==> config.mk <==
export PLATFORM = sky130hd
export DESIGN_NAME = pin_event_detect
export DESIGN_NICKNAME = d
export VERILOG_FILES = /design/src/rtl/pin_event_detect.sv
export SDC_FILE = /design/constraint.sdc
export NUM_CORES = 1
export LEC_CHECK = 0
export BUFFER_PORTS_ARGS = -buffer_cell sky130_fd_sc_hd__buf_4
export CORE_AREA = 2 2 97 99
export DETAILED_ROUTE_END_ITERATION = 6
export DIE_AREA = 0 0 99 101
export PLACE_DENSITY = 0.66
export SYNTH_ARGS = -nofsm -noshare
export SYNTH_HDL_FRONTEND = slang
export SYNTH_SLANG_ARGS = --single-unit
==> constraint.sdc <==
create_clock -name clk -period 4.06 [get_ports clk]
set_clock_uncertainty 0.1 [all_clocks]
set_input_delay 0.203 -clock clk [delete_from_list [all_inputs] [get_ports clk]]
set_output_delay 0.203 -clock clk [all_outputs]
set_load 0.02 [all_outputs]
==> src/rtl/pin_event_detect.sv <==
module pin_event_detect #(
  parameter int NPINS = 8,
  localparam int SELW = (NPINS > 1) ? $clog2(NPINS) : 1
) (
  input  logic             clk,
  input  logic             rst_n,
  input  logic [NPINS-1:0] pin_in,
  input  logic             cfg_we,
  input  logic [SELW-1:0]  cfg_sel,
  input  logic [3:0]       cfg_code,
  input  logic             clr_we,
  input  logic [NPINS-1:0] clr_mask,
  input  logic [NPINS-1:0] dma_done,
  output logic [NPINS-1:0] status,
  output logic             irq,
  output logic             dma_req
);

  logic [NPINS-1:0] sync1_q, sync2_q, prev_q, flag_q;
  logic [NPINS-1:0] evt, irq_mode, dma_mode;
  logic [3:0]       code_q [NPINS];

  always_ff @(posedge clk) begin
    if (!rst_n) begin
      sync1_q <= '0;
      sync2_q <= '0;
      prev_q  <= '0;
    end else begin
      sync1_q <= pin_in;
      sync2_q <= sync1_q;
      prev_q  <= sync2_q;
    end
  end

  for (genvar i = 0; i < NPINS; i++) begin : g_pin
    logic rise, fall, clr;

    assign rise = sync2_q[i] & ~prev_q[i];
    assign fall = ~sync2_q[i] & prev_q[i];
    assign dma_mode[i] = (code_q[i][3:2] == 2'b00) && (code_q[i][1:0] != 2'b00);
    assign irq_mode[i] = (code_q[i][3:2] == 2'b10) || (code_q[i] == 4'b1100);
    assign clr = (clr_we & clr_mask[i]) | (dma_done[i] & dma_mode[i]);

    always_comb begin
      unique case (code_q[i])
        4'b0001, 4'b1001: evt[i] = rise;
        4'b0010, 4'b1010: evt[i] = fall;
        4'b0011, 4'b1011: evt[i] = rise | fall;
        4'b1000:          evt[i] = ~sync2_q[i];
        4'b1100:          evt[i] = sync2_q[i];
        default:          evt[i] = 1'b0;
      endcase
    end

    always_ff @(posedge clk) begin
      if (!rst_n) begin
        code_q[i] <= 4'b0000;
        flag_q[i] <= 1'b0;
      end else begin
        if (cfg_we && cfg_sel == SELW'(i)) code_q[i] <= cfg_code;
        flag_q[i] <= evt[i] | (flag_q[i] & ~clr);
      end
    end
  end

  assign status  = flag_q;
  assign irq     = |(flag_q & irq_mode);
  assign dma_req = |(flag_q & dma_mode);

endmodule

==> metrics.txt, run 1 <==
maximum VDD drop between 0.15 and 0.2 mV; Setup TNS 0 ps; Setup crit start kind register; clk sinks 64; placer congestion estimate 0.855; Nets between 400 and 500; Int Pwr approximately 1100 uW; CP Class reg -> out; DR pass1 iterations 4; CP arrival approximately 1700 ps; type of the worst min-delay path in -> reg; top_reg_cell synth edfxtp_1; area grow syn2layout 22.0%; RR Endpoint status[2]$_SDFF_PN0_; Root Buffer clkbuf_8; grt total ovfl 0; final wirelength about 6.7 mm; combinational power share 11.3%; worst hold endpoint status[0]$_SDFF_PN0_; cell family with most CP delay simple AND/OR/NAND/NOR gates; Avg Vias per Cell around 5; endpoints failing hold 0; commonest non-fill, non-tap cell in the layout and2_1; Slowest-stage cell, CP edfxtp_1; PD cells roughly 360 nW/um^2; via count of the first global-routing pass approximately 2400; Iter 0 DRT Violations 67; crit-path max cell delay 440 ps; Critical path buffers and inverters 1; clock power share 34.9%; Tmin final between 2000 and 2500 ps; Post-Synthesis Cells about 310; clk slew on worst S/H paths roughly 70 ps; grt met1 use around 18%; Total Routing Usage GR 14.2%; H-tree depth 3; crit path cell chain nor2_1 > nor4b_1 > nor4_1 > nand4_1 > buf_4; row cnt 35; Switching Share between 20% and 30%; first-pass GRT wire length ~11 mm; PnR Total Power around 1400 uW; Synthesis Warnings 0; EDFF count, synth 32; DP Wirelength between 4 and 5 mm; WP depth 5; Avg Inst Size Synth 10.2 sq um; global route hottest layer met2; final setup margin ~2000 ps; worst r2r src sync2_q[2]$_SDFF_PN0_; Die X-Extent between 90 and 100 microns; unique cell type count in the Yosys netlist 36; TritonCTS buffer count 9; worst-case clock buffer depth 2; Hold Worst Slack about 110 ps; crit share post-route approximately 50%; Required @ worst endpoint 3760 ps; hold_sp dma_done[0]; DP Worst Slack roughly 2400 ps; DRT antenna net count 0; largest net degree at the start of global routing 50; DRC violations left 0; flip-flop and latch count after synthesis 64; status completed; fmax 492 MHz; CTS tree built; Post-CTS Setup Repair Bufs 0; final setup vio count 0; layout cells sized above 1 around 16%; n_diodes 0; most frequent cells in the layout and2_1, buf_4, edfxtp_1, dfxtp_1; Die Y between 100 and 150 microns; post-cts sizing count 0; met2 track demand over resource roughly a quarter; clock latency at the later pin of the worst-skew pair about 330 ps; Psw 342 uW; Reg power frac ~54%; r2r worst-path depth 6; fraction of registers with async set/reset 0%; CP Capture Type primary output; RSZ-0062 raised after global routing false; DIE AREA roughly 10000 sq um; initial antenna violation count 0; Pins Over Slew Limit 0; PortBufs between 40 and 50; register area share after synthesis 50.5%; Max-Cap Viols 0; WHS Path Cells 3; Initial Util between 30% and 40%; via count 2433; Pleak 0.00150 uW; Reg2Reg Setup Slack about 2400 ps; DR WL/cell between 10 and 15 microns; GR Layer Usage met3 under 10%; Slew headroom between 50% and 60%; syn_nets roughly 360; core region area between 8000 and 9000 sq um; I/O pins 45; Worst Path Max Fanout 6; Least-Margin Pin Slew about 680 ps; synthesized area roughly 3200 sq um
state kept, by name, indices dropped and copies added, names as in the netlist:
signal / flops
prev_q: 8
status: 8
sync2_q: 8
code_q: 32
sync1_q: 8
Yosys cell counts, types with 4 or more instances:
cell type | instances | area, sq um
a21oi_1 | 15 | 75.1
a221oi_1 | 6 | 52.6
a31oi_1 | 11 | 68.8
and2_1 | 56 | 350
and3_1 | 4 | 25.0
dfxtp_1 | 32 | 641
edfxtp_1 | 32 | 961
ha_1 | 16 | 200
inv_1 | 19 | 71.3
nand2_1 | 11 | 41.3
nand2b_1 | 13 | 81.3
nand3_1 | 7 | 35.0
nand3b_1 | 12 | 90.1
nor2_1 | 19 | 71.3
nor4b_1 | 5 | 43.8
o21ai_0 | 16 | 80.1
o22ai_1 | 5 | 31.3
or3b_1 | 4 | 35.0
logic make-up (layout without fill, tap and decap cells):
family                   Yosys count  count (layout)  share of synthesized area (%)
AND/OR/NAND/NOR                  145             145                           27.4
multiplexers                       2               2                           1.14
AO/OA/AOI/OAI                     60              60                           11.5
adder cells (fa/ha/maj)           16              16                           6.31
buffers and inverters             25              87                           3.08
flip-flops                        64              64                           50.5
through the flow:
step / utilization [%] / instances / cell area (sq um)
finish: 43.1 / 485 / 3870
global route: 43.1 / 485 / 3870
CTS: 43.1 / 485 / 3870
detailed placement: 40.3 / 461 / 3610
global placement: 40.3 / 461 / 3610
floorplan: - / 312 / 3170
worst register-to-register path: cells and delay by family (launching register included):
family	cells	cell delay [ps]
AOI/OAI and AO/OA	1	90
adders and majority gates	1	270
buffers and inverters	2	100
DFF	1	370
muxes	1	500
and+or+nand+nor	1	110
what timing repair did:
action,CTS,global route
hold buffers,8,0
setup endpoints to repair,0,0
hold endpoints to repair,8,0
power by group through the flow:
| stage | Combinational, uW | Clock (uW) | Sequential [uW] |
|---|---|---|---|
| after detailed placement | 153 | 0 | 764 |
| after global routing | 175 | 524 | 757 |
| after global placement | 149 | 0 | 762 |
| after CTS | 159 | 496 | 750 |
| after floorplan | 81.5 | 0 | 761 |
| final | 158 | 486 | 750 |
per-layer routing:
layer  vias to the layer above  part of all wire, %
met5                         -                    0
met4                         0                  2.3
met3                        15                  4.2
met2                        52                   47
met1                      1140                   47
li1                       1226                    -
layout make-up:
cell class                 instances  area (sq um)
fill                             860          5110
sequential                        64          1600
multi-input combinational        223          1470
timing repair buffer              52           410
clock buffer                      13           160
tap                              111           139
inverter                          19          71.3
clock inverter                     3          15.0
how the worst max path moves through the flow:
stage	startpoint	endpoint	slack, ps
global route	code_q[1][13]$_SDFFCE_PN0P_	dma_req	1940
CTS	code_q[1][13]$_SDFFCE_PN0P_	dma_req	2010
detailed placement	code_q[1][1]$_SDFFCE_PN0P_	dma_req	2370
global placement	code_q[1][1]$_SDFFCE_PN0P_	dma_req	2400
finish	code_q[1][1]$_SDFFCE_PN0P_	dma_req	2030
floorplan	sync2_q[2]$_SDFF_PN0_	status[2]$_SDFF_PN0_	2580
Power figures use the tool's default switching activity.
==> run 2, diff against run 1 <==
--- a/config.mk
+++ b/config.mk
@@ -9,7 +9,7 @@
 export CORE_AREA = 2 2 97 99
 export DETAILED_ROUTE_END_ITERATION = 6
 export DIE_AREA = 0 0 99 101
-export PLACE_DENSITY = 0.66
+export PLACE_DENSITY = 0.68
 export SYNTH_ARGS = -nofsm -noshare
 export SYNTH_HDL_FRONTEND = slang
 export SYNTH_SLANG_ARGS = --single-unit
==> constraint.sdc (replaced) <==
create_clock -name clk -period 1.85 [get_ports clk]
set_clock_uncertainty 0.1 [all_clocks]
set_input_delay 0.0925 -clock clk [delete_from_list [all_inputs] [get_ports clk]]
set_output_delay 0.0925 -clock clk [all_outputs]
set_load 0.02 [all_outputs]
==> metrics.txt, run 2 (synthesis results as in run 1) <==
status complete, but fails checks; failing checks negative setup slack; core region area 8980 sq um (unchanged); Required @ worst endpoint 1660 ps (-2100 ps); DP Wirelength 4.92 mm (-0.39%); endpoints failing hold 0 (unchanged); Slew headroom 57.7% (+3.2 points); Worst Path Max Fanout 4 (-2); Setup crit start kind register; CTS tree built; largest net degree at the start of global routing 35 (-30%); placer congestion estimate 0.824 (-3.7%); final core occ 44.7% (+1.6 points); crit-path max cell delay 540 ps (+100 ps); DP Area 3640 sq um (+0.83%); area grow syn2layout 26.6%; first-pass GRT wire length 11.0 mm (-0.94%); final wirelength 6.91 mm (+3.3%); clk sinks 64 (unchanged); DRC violations left 0 (unchanged); Die X-Extent 99 microns (unchanged); DR pass1 iterations 5 (+1); H-tree depth 3 (unchanged); DRT antenna net count 0 (unchanged); row cnt 35 (unchanged); PD cells 748 nW/um^2 (+110%); maximum VDD drop 0.292 mV (+47%); clock power share 32.1% (-2.8 points); cell family with most CP delay simple AND/OR/NAND/NOR gates; Root Buffer clkbuf_8; TritonCTS buffer count 9 (unchanged); clock latency at the later pin of the worst-skew pair 320 ps (about the same); n_diodes 0 (unchanged); Int Pwr 2260 uW (+120%); via count 2489 (+2.3%); Design Area, Final 4020 sq um (+3.8%); fmax around 530 MHz; DR WL/cell 13.8 microns (+0.21%); I/O pins 45 (unchanged); crit path cell chain nor4b_1 > nor4_2 > nand4_1 > buf_4; combinational power share 13.0% (+1.7 points); Hold Worst Slack 36.9 ps (-74.1 ps); CP Class reg -> out; Pins Over Slew Limit 0 (unchanged); Iter 0 DRT Violations 138 (+110%); DP Worst Slack 248 ps (-2120 ps); crit share post-route 102%; layout cells sized above 1 20.6% (+4.3 points); most frequent cells in the layout and2_1, buf_4, edfxtp_1, dfxtp_1, inv_1; grt total ovfl 0 (unchanged); DIE AREA 10000 sq um (unchanged); Slowest-stage cell, CP nor4b_1; worst-case clock buffer depth 2 (unchanged); Reg power frac 54.9% (+1.1 points); CP arrival 1700 ps (-30 ps); Psw 742 uW (+120%); initial antenna violation count 0 (unchanged); Initial Util 35.3% (unchanged); Pleak 0.00157 uW (+4.3%); Least-Margin Pin Slew 629 ps (-47.7 ps); CP Capture Type primary output; max FFs per register 32 (unchanged); Biggest register code_q; via count of the first global-routing pass 2439 (+3.6%); Tmin final approximately 1900 ps; final setup margin -37.6 ps (-2070 ps); RSZ-0062 raised after global routing true; Total Routing Usage GR 14.2% (about the same); final setup vio count 1 (+1); Avg Vias per Cell 4.98 (-0.77%); Switching Share 24.7% (+0.18 points); Critical path buffers and inverters 1 (unchanged); Max-Cap Viols 0 (unchanged); Nets 435 (+3.6%); Die Y 101 microns (unchanged); PortBufs 44 (unchanged); type of the worst min-delay path in -> reg; clk slew on worst S/H paths 70 ps (about the same)
run 2: cell types whose count changed in the layout (fill, tap and decap cells not counted), sizes merged:
cell | before | now
buf | 44 | 57
clkbuf | 13 | 15
clkinv | 3 | 1
dlygate4sd3 | 8 | 10
run 2: power groups by stage:
stage	registers, uW	logic, uW	clock network (uW)
global placement	1670	334	0
CTS	1650	373	1000
global route	1660	428	1070
finish	1650	389	966
detailed placement	1680	343	0
floorplan	1670	179	0
run 2: cell type report:
type | instances | area [sq um]
clock buffer | 15 | 146
clock inverter | 1 | 5.00
fill | 834 | 4960
inverter | 19 | 71.3
multi-input combinational | 223 | 1520
sequential | 64 | 1600
tap | 111 | 139
timing repair buffer | 67 | 532
run 2: what timing repair did:
action | 4_1_cts | 5_1_grt
setup endpoints to repair | 1 | 3
hold buffers | 10 | 0
pin swaps | 4 | 6
buffers inserted | 5 | 4
endpoints found under the hold margin | 9 | 0
resized for setup | 4 | 7
run 2: through the flow:
step | setup TNS, ps | total power (uW) | std cells
6_report | -37.6 | 3000 | 500
5_1_grt | -188 | 3160 | 500
4_1_cts | -34.8 | 3020 | 496
3_5_place_dp | 0 | 2020 | 465
3_3_place_gp | 0 | 2010 | 465
2_1_floorplan | 0 | 1850 | 312
run 2: path summary, 6_finish.rpt:
kind / slack (ps) / cells after the start / endpoint / from
max: -40 / 4 / dma_req / code_q[0][11]$_SDFFCE_PN0P_
min: 40 / 2 / code_q[0][5]$_SDFFCE_PN0P_ / cfg_code[1]
max reg2reg: 50 / 5 / status[0]$_SDFF_PN0_ / code_q[0][0]$_SDFFCE_PN0P_
min reg2reg: 330 / 1 / sync2_q[3]$_SDFF_PN0_ / sync1_q[3]$_SDFF_PN0_
run 2: per-layer routing:
layer | vias to the layer above | track usage (%) | part of all wire (%)
met5 | - | 0 | 0
met4 | 0 | 8.43 | 2.2
met3 | 12 | 3.61 | 6.3
met2 | 77 | 23.0 | 48
met1 | 1136 | 17.1 | 43
li1 | 1264 | - | -
